`config.mk`:
```
export PLATFORM = sky130hd
export DESIGN_NAME = cmos_regport
export DESIGN_NICKNAME = d
export VERILOG_FILES = /design/src/rtl/cmos_regport_pkg.sv /design/src/rtl/rp_index.sv /design/src/rtl/rp_ctrl.sv /design/src/rtl/rp_status.sv /design/src/rtl/cmos_regport.sv
export SDC_FILE = /design/constraint.sdc
export NUM_CORES = 1
export LEC_CHECK = 0
export ABC_CLOCK_PERIOD_IN_PS = 3040
export BUFFER_PORTS_ARGS = -buffer_cell sky130_fd_sc_hd__buf_2
export CAP_MARGIN = 20
export CORE_MARGIN = 2
export CORE_UTILIZATION = 55
export CTS_CLUSTER_DIAMETER = 30
export DETAILED_ROUTE_END_ITERATION = 10
export GPL_TIMING_DRIVEN = 1
export PLACE_DENSITY = 0.77
export SKIP_LAST_GASP = 1
export SYNTH_ARGS = -nofsm -noshare
export SYNTH_HDL_FRONTEND = slang
export SYNTH_HIERARCHICAL = 1
export SYNTH_SLANG_ARGS = --single-unit
```
`constraint.sdc`:
```
create_clock -name clk -period 3.04 [get_ports clk]
set_input_delay 0.304 -clock clk [delete_from_list [all_inputs] [get_ports clk]]
set_output_delay 0.304 -clock clk [all_outputs]
set_load 0.02 [all_outputs]
```
`src/rtl/cmos_regport_pkg.sv`:
```
package cmos_regport_pkg;
  typedef logic [7:0] byte_t;

  localparam int unsigned SEL_DIV  = 10;
  localparam int unsigned SEL_CTL  = 11;
  localparam int unsigned SEL_STAT = 12;
  localparam int unsigned SEL_FIX  = 13;

  localparam int BIT_PEND = 7;
  localparam int BIT_SETM = 7;
  localparam int BIT_UEN  = 4;

  localparam byte_t DIV_INIT  = 8'h26;
  localparam byte_t CTL_INIT  = 8'h02;
  localparam byte_t FIX_INIT  = 8'h80;
  localparam byte_t CTL_WARM_KEEP = 8'h97;
  localparam byte_t EVT_MASK  = 8'h70;
endpackage

```
`src/rtl/rp_index.sv`:
```
module rp_index #(
  parameter int IDX_W = 7
) (
  input  logic             clk,
  input  logic             rst_n,
  input  logic             ld,
  input  logic [7:0]       din,
  output logic [IDX_W-1:0] idx
);
  always_ff @(posedge clk or negedge rst_n) begin
    if (!rst_n)  idx <= '0;
    else if (ld) idx <= din[IDX_W-1:0];
  end
endmodule

```
`src/rtl/rp_ctrl.sv`:
```
module rp_ctrl
  import cmos_regport_pkg::*;
#(
  parameter int IDX_W = 7
) (
  input  logic             clk,
  input  logic             rst_n,
  input  logic             warm,
  input  logic             wr_en,
  input  logic [IDX_W-1:0] idx,
  input  byte_t            wdata,
  input  byte_t            ctl_wval,
  input  logic             busy,
  output byte_t            reg_div,
  output byte_t            reg_ctl,
  output byte_t            reg_fix,
  output byte_t            gp_q
);
  localparam int DEPTH = 1 << IDX_W;

  byte_t mem [DEPTH];
  logic  hit_div, hit_ctl, hit_sp;

  assign hit_div = (idx == IDX_W'(SEL_DIV));
  assign hit_ctl = (idx == IDX_W'(SEL_CTL));
  assign hit_sp  = hit_div || hit_ctl ||
                   (idx == IDX_W'(SEL_STAT)) || (idx == IDX_W'(SEL_FIX));

  always_ff @(posedge clk) begin
    if (wr_en && !hit_sp) mem[idx] <= wdata;
  end
  assign gp_q = mem[idx];

  always_ff @(posedge clk or negedge rst_n) begin
    if (!rst_n) begin
      reg_div <= DIV_INIT;
      reg_ctl <= CTL_INIT;
      reg_fix <= FIX_INIT;
    end else begin
      reg_div[7] <= busy;
      if (wr_en && hit_div) reg_div[6:0] <= wdata[6:0];
      if (warm)                   reg_ctl <= reg_ctl & CTL_WARM_KEEP;
      else if (wr_en && hit_ctl)  reg_ctl <= ctl_wval;
      reg_fix <= reg_fix;
    end
  end
endmodule

```
`src/rtl/rp_status.sv`:
```
module rp_status
  import cmos_regport_pkg::*;
(
  input  logic  clk,
  input  logic  rst_n,
  input  logic  warm,
  input  logic  rd_stat,
  input  logic  ctl_wr,
  input  byte_t ctl_wval,
  input  byte_t ctl_cur,
  input  logic  [2:0] evt,
  output byte_t reg_stat,
  output logic  irq
);
  logic [2:0] flags, base_flags, flags_n;
  logic       pend, base_pend, pend_n;

  always_comb begin
    base_flags = rd_stat ? 3'b000 : flags;
    base_pend  = rd_stat ? 1'b0   : pend;
    flags_n    = base_flags | evt;
    if (ctl_wr) pend_n = |(ctl_wval[6:4] & flags_n);
    else        pend_n = base_pend | (|(ctl_cur[6:4] & evt));
  end

  always_ff @(posedge clk or negedge rst_n) begin
    if (!rst_n) begin
      flags <= '0;
      pend  <= 1'b0;
    end else if (warm) begin
      flags <= '0;
      pend  <= 1'b0;
    end else begin
      flags <= flags_n;
      pend  <= pend_n;
    end
  end

  assign reg_stat = {pend, flags, 4'b0000};
  assign irq      = pend;
endmodule

```
`src/rtl/cmos_regport.sv`:
```
module cmos_regport
  import cmos_regport_pkg::*;
#(
  parameter int IDX_W = 7
) (
  input  logic       clk,
  input  logic       rst_n,
  input  logic       warm_rst,
  input  logic       bus_addr,
  input  logic [7:0] bus_wdata,
  input  logic       bus_wr,
  input  logic       bus_rd,
  input  logic       busy_in,
  input  logic       pf_pulse,
  input  logic       af_pulse,
  input  logic       uf_pulse,
  output logic [7:0] bus_rdata,
  output logic       irq
);
  logic [IDX_W-1:0] idx_q;
  byte_t reg_div, reg_ctl, reg_fix, reg_stat, gp_q, ctl_wval, rd_mux;
  logic  wr_data, wr_idx, rd_data, rd_any, ctl_wr, rd_stat;

  assign wr_idx  = bus_wr && !bus_addr;
  assign wr_data = bus_wr && bus_addr;
  assign rd_any  = bus_rd && !bus_wr;
  assign rd_data = rd_any && bus_addr;
  assign ctl_wr  = wr_data && (idx_q == IDX_W'(SEL_CTL)) && !warm_rst;
  assign rd_stat = rd_data && (idx_q == IDX_W'(SEL_STAT));

  always_comb begin
    ctl_wval = bus_wdata;
    if (bus_wdata[BIT_SETM]) ctl_wval[BIT_UEN] = 1'b0;
  end

  rp_index #(.IDX_W(IDX_W)) u_index (
    .clk(clk), .rst_n(rst_n), .ld(wr_idx), .din(bus_wdata), .idx(idx_q)
  );

  rp_ctrl #(.IDX_W(IDX_W)) u_ctrl (
    .clk(clk), .rst_n(rst_n), .warm(warm_rst), .wr_en(wr_data), .idx(idx_q),
    .wdata(bus_wdata), .ctl_wval(ctl_wval), .busy(busy_in),
    .reg_div(reg_div), .reg_ctl(reg_ctl), .reg_fix(reg_fix), .gp_q(gp_q)
  );

  rp_status u_status (
    .clk(clk), .rst_n(rst_n), .warm(warm_rst), .rd_stat(rd_stat),
    .ctl_wr(ctl_wr), .ctl_wval(ctl_wval), .ctl_cur(reg_ctl),
    .evt({pf_pulse, af_pulse, uf_pulse}), .reg_stat(reg_stat), .irq(irq)
  );

  always_comb begin
    if (idx_q == IDX_W'(SEL_DIV))       rd_mux = reg_div;
    else if (idx_q == IDX_W'(SEL_CTL))  rd_mux = reg_ctl;
    else if (idx_q == IDX_W'(SEL_STAT)) rd_mux = reg_stat;
    else if (idx_q == IDX_W'(SEL_FIX))  rd_mux = reg_fix;
    else                                rd_mux = gp_q;
  end

  always_ff @(posedge clk or negedge rst_n) begin
    if (!rst_n)      bus_rdata <= '0;
    else if (rd_any) bus_rdata <= bus_addr ? rd_mux : 8'hFF;
  end
endmodule

```
Word-level counts from Yosys, hierarchy flattened
Memories as Yosys holds them, arrays and structs flattened. Cells that the tools add are included.

$add $sub $neg: 0. Multipliers: 0. Divide/modulo/power cells: 0. $lt $le $gt $ge: 0. Eq/ne operators: 4. Shift operators: 0. Multiplexer cells: 15. Bitwise logic cells: 5. Reduce and logical (&&, ||, !) cells: 20.

Operators with widths (number): $mux 8 (5); $eq 7x4->1 const B (4); $mux 7 (2); $logic_and 1x1->1 (9); $and 3x3->3 (2); $mux 1 (6); $mux 3 (2); $reduce_or 3->1 (2); $logic_not 1->1 (4); $logic_or 1x1->1 (3); $or 3x3->3 (1); $reduce_and 2->1 (1); $reduce_bool 2->1 (1); $not 1->1 (1); $or 1x1->1 (1).

Flip-flop bits (word level): 35. Latch bits: 0. RAM bits: 1024. Memory bits (read-only): 0. Input bits: 18. Output and inout port bits: 9. Logic and storage cells: 53. Memories: 1.

Memories: u_ctrl.mem (words 128, width 8, read ports 1, clocked after Yosys merged registers in 0, wr ports 1, RTL line rp_ctrl.sv:21) `byte_t mem [DEPTH];`.

Logic depth before layout (Yosys ltp)
Word-level depth: 10. Mapped depth: 14. Gate-level depth less buffers: 8.

By module
Netlist, hierarchy kept.

By module, submodules not included: rp_ctrl (instances 1, cells an instance 1982, area an instance 40772.9 um2, seq. area each 31154.9 um2); cmos_regport (instances 1, cells an instance 122, area an instance 948.4 um2, seq. area each 200.2 um2); rp_index (instances 1, cells an instance 15, area an instance 291.5 um2, seq. area each 175.2 um2); rp_status (instances 1, cells an instance 26, area an instance 249.0 um2, seq. area each 100.1 um2).

Worst setup path after synthesis
OpenSTA, ideal clock, no wires.

Path type: register -> register. Start point: register u_index.idx[0]. End point: memory u_ctrl/mem[127][0] (netlist bit) (enable). Library setup time: 370 ps. Arrival time: 2261 ps. Data required time: 2670 ps. Path slack: 408 ps. Cell stages (with the launch flop): 11. Path buffers: 8. Clock period less this slack: 2632 ps. Cells stage by stage: dfrtp_1 > buf_6 > buf_12 > buf_6 > buf_6 > buf_4 > buf_6 > buf_4 > nand4_1 > buf_2 > nor2_1.

Word-level cells in the longest chain between the ends: 8. Elaborated cells on any way between the ends: 11. Those cells by class: eq/ne (4); mux (2); reduce/logical (5).

RTL lines: start: declaration (RTL line rp_index.sv:8) `output logic [IDX_W-1:0] idx`; start signal: assignment (RTL line rp_index.sv:12) `else if (ld) idx <= din[IDX_W-1:0];`; $eq 7x4->1 (on tied branches) (RTL line rp_ctrl.sv:24, rp_ctrl.sv:25); $logic_or 1x1->1 (2 in a row) (RTL line rp_ctrl.sv:26) `assign hit_sp = hit_div || hit_ctl ||`; $logic_or 1x1->1 (RTL line rp_ctrl.sv:27) `(idx == IDX_W'(SEL_STAT)) || (idx == IDX_W'(SEL_FIX));`; $logic_not 1->1 (RTL line rp_ctrl.sv:30) `if (wr_en && !hit_sp) mem[idx] <= wdata;`; $logic_and 1x1->1 (RTL line rp_ctrl.sv:30); $mux 1 (RTL line rp_ctrl.sv:30); $mux 1 (not written as such) (RTL line rp_ctrl.sv:30); end: declaration (RTL line rp_ctrl.sv:21).

Several ways; a longest one is shown, not always the timed one.

Worst setup path in the final report
Start point: register u_index.idx[0]. End point: register bus_rdata[5].

Word-level cells in the longest chain between the ends: 6. Elaborated cells on any way between the ends: 10. Those cells by class: eq/ne (4); mux (5); memory (1).

RTL lines: $mem_v2 128x8; named net gp_q[5] (RTL line cmos_regport.sv:21) `byte_t reg_div, reg_ctl, reg_fix, reg_stat, gp_q, ctl_wval, rd_mux;`; $mux 8 (RTL line cmos_regport.sv:56) `else if (idx_q == IDX_W'(SEL_FIX)) rd_mux = reg_fix;`; $mux 8 (RTL line cmos_regport.sv:55) `else if (idx_q == IDX_W'(SEL_STAT)) rd_mux = reg_stat;`; $mux 8 (RTL line cmos_regport.sv:54) `else if (idx_q == IDX_W'(SEL_CTL)) rd_mux = reg_ctl;`; $mux 8 (RTL line cmos_regport.sv:53) `if (idx_q == IDX_W'(SEL_DIV)) rd_mux = reg_div;`; $mux 8 (RTL line cmos_regport.sv:62) `else if (rd_any) bus_rdata <= bus_addr ? rd_mux : 8'hFF;`; end signal: assignment (RTL line cmos_regport.sv:62); end: declaration (RTL line cmos_regport.sv:17) `output logic [7:0] bus_rdata,`.

The timed path passes the listed nets, and every way through them passes these cells. A chain may end at the register's enable or synchronous reset.

==> metrics.txt <==
initial antenna violation count 2; post-route insts no fill 3760; Hold Path Cell Cnt 5; setup violators final 7; Warnings, synthesis 6; CTS clk-pin slew, worst paths 0.05 ns; Worst Path Arrival 3.78 ns; Port Buf Inserts 26; Rows 101; WL per Instance 30.5 um; Final period util 1.05; Die H 281 um; Slew @ Worst Pin 1.08 ns; CTS Buffer Depth 3; top_reg_cell synth edfxtp_1; met3 usage 0.0694; placed cell count 3426; largest net degree at the start of global routing 132; io pins 27; Final HPWL DP 64900 um; Fin. Hold Viols 0; number of diodes 0; Post-synth EDFFs 1024; fmax 314 MHz; RSZ-0062 raised after global routing true; CP Class reg -> reg; asr flop ratio synth 0.0331; Min Hold Slack 0.0929 ns; slew margin rel. 0.278; First DRT Iteration DRCs 3512; average size of a mapped cell 19.7 um^2; Core Area 75900 um^2; skew final 0.0246 ns; first-pass GRT wire length 164000 um; worst vdd ir 0.000581 V; CP max FO 15; CTS tree done; Reg-to-Reg Start u_index/idx[0]; routability cong. 0.915; Initial Util 0.556; Critical Path Start u_index/idx[0]; crit path capture type flop; Finished Core Util 0.686; setup_tns -0.595 ns; most common cell after layout, fill and taps aside edfxtp_1; die width 281 um; commonest cells after routing, fill and taps aside edfxtp_1, buf_4, mux4_2; Nets 2612; post-layout minimum cycle time 3.18 ns; DR vias 24371; worst setup margin -0.140 ns; pwr dens 767 nW/um^2; worst r2r dst bus_rdata[5]; vias per inst 6.48; met1 GRT Util 0.381; clk_lat worst skew 0.75 ns; CP startpoint kind flop; Synth-to-Final Area Change 23.3%; GRT overflow 0; Critical Path RT 3.64 ns; Residual DRC 0; grt met2 use 0.456; DRT Pass-1 Iters 7; Clock Sinks 1059; fin. max-slew vios 0; R2R Setup Slk -0.14 ns; total CTS buffers 163; busiest grt layer met2; Total Die Area 79100 um^2; R2R depth 12; CTS root buffer clkbuf_16; hold endpoint bus_rdata[2]; share of layout cells above drive strength 1 0.343; flops & latches, synth 1059; hold_sp bus_wr; distinct cell type count after synthesis 74; HP Class in -> reg; total leakage power 17.9 nW; Maximum Capacitance Violations 0; status finished, violations left; H-tree levels 4; Cells after Synth 2145; antenna-violating nets left 0; Total Routing Usage GR 0.289; drt total wl 115000 um; post-synthesis cell area 42300 um^2; Filler cells 4297; failing checks negative setup slack; vias in the first global route 24641; sequential cell area fraction in the yosys report 0.748; Tot Pwr 0.0400 W
power by group:
part	switching (W)	internal [W]	leakage [nW]
clock	0.00715	0.0117	2.68
sequential	0.0000960	0.0162	9.64
combinational	0.00279	0.00207	5.53
total	0.0100	0.0299	17.9
cells in the mapped netlist, types with 4 or more instances:
cell	count	area [um^2]
and2_1	20	125
dfstp_2	4	105
a22oi_1	40	300
o221ai_1	9	78.8
nor4_2	7	87.6
mux4_2	189	4260
buf_1	5	18.8
edfxtp_1	1024	30700
a21oi_1	32	160
o21ai_0	26	130
o32ai_1	9	78.8
a21boi_0	5	37.5
buf_6	12	135
mux2_2	23	259
nand4_1	4	25.0
nor2b_1	14	87.6
a31oi_1	14	87.6
mux2i_1	171	1710
nor2_1	158	593
buf_2	53	265
nand3_1	40	200
nand2b_1	7	43.8
dfrtp_1	31	776
clkbuf_1	30	113
buf_4	29	218
a221oi_1	8	70.1
inv_1	15	56.3
nand2_1	43	161
o211ai_1	6	45.0
o22ai_1	21	131
nor3b_1	5	37.5
mux4_1	16	420
a211oi_1	5	37.5
mux2_4	7	105
layout make-up:
cell class                 instances  area, um^2  share of cell area
inverter                          16        63.8             0.00122
multi-input combinational        977       10100               0.193
clock inverter                   121        1420              0.0273
tap                             1030        1290              0.0247
clock buffer                     180        4220              0.0809
timing repair buffer             377        3390              0.0651
sequential                      1059       31600               0.607
through the flow:
step	worst slack [ns]	instance area, um^2
global placement	-0.116	45800
global route	-0.166	52100
CTS	-0.0334	51700
finish	-0.140	52100
floorplan	0.408	42400
detailed placement	-0.180	45800
state kept, by name (all words and copies together), names as in the netlist:
| register | count |
|---|---|
| bus_rdata | 8 |
| u_ctrl/mem | 1024 |
| u_ctrl/reg_ctl | 8 |
| u_ctrl/reg_div | 8 |
| u_index/idx | 7 |
| u_status/flags | 3 |
| u_status/irq | 1 |
critical path, stage by stage (launching register included):
cell	delay, ns
dfrtp_4	0.49
buf_4	0.18
buf_16	0.21
buf_4	0.17
mux4_2	0.56
mux2i_1	0.21
or3_1	0.14
o221ai_1	0.12
a211oi_1	0.32
buf_4	0.20
nor4_2	0.05
mux2i_1	0.26
a31oi_1	0.13
metal layers:
layer  up-vias  wire length (um)
met1     12346             40600
met4         6              5940
met2      1917             54500
met3       427             13400
met5         -                83
li1       9675                 -
what timing repair did:
item,in CTS,in global routing
cloned,1,4
pin swaps,2,8
hold endpoints to repair,39,0
setup buffers,5,16
resized for setup,17,42
hold buffers,7,0
setup endpoints to repair,6,9
worst max path at each step:
| stage | end | cells after the start |
|---|---|---|
| 6_report | bus_rdata[5] | 12 |
| 5_1_grt | bus_rdata[5] | 12 |
| 3_3_place_gp | bus_rdata[1] | 10 |
| 2_1_floorplan | u_ctrl/mem[127][0] | 10 |
| 3_5_place_dp | bus_rdata[1] | 10 |
| 4_1_cts | bus_rdata[0] | 9 |
logic make-up (layout without fill, tap and decap cells):
logic type | Yosys count | in the layout | share of synthesized area
AOI/OAI and AO/OA | 203 | 203 | 0.0332
muxes | 406 | 406 | 0.160
DFF | 1059 | 1059 | 0.748
other | 3 | 44 | 0.000266
buffers and inverters | 150 | 694 | 0.0210
and+or+nand+nor | 324 | 324 | 0.0373
Note: power is estimated with default switching activity, not from simulation.
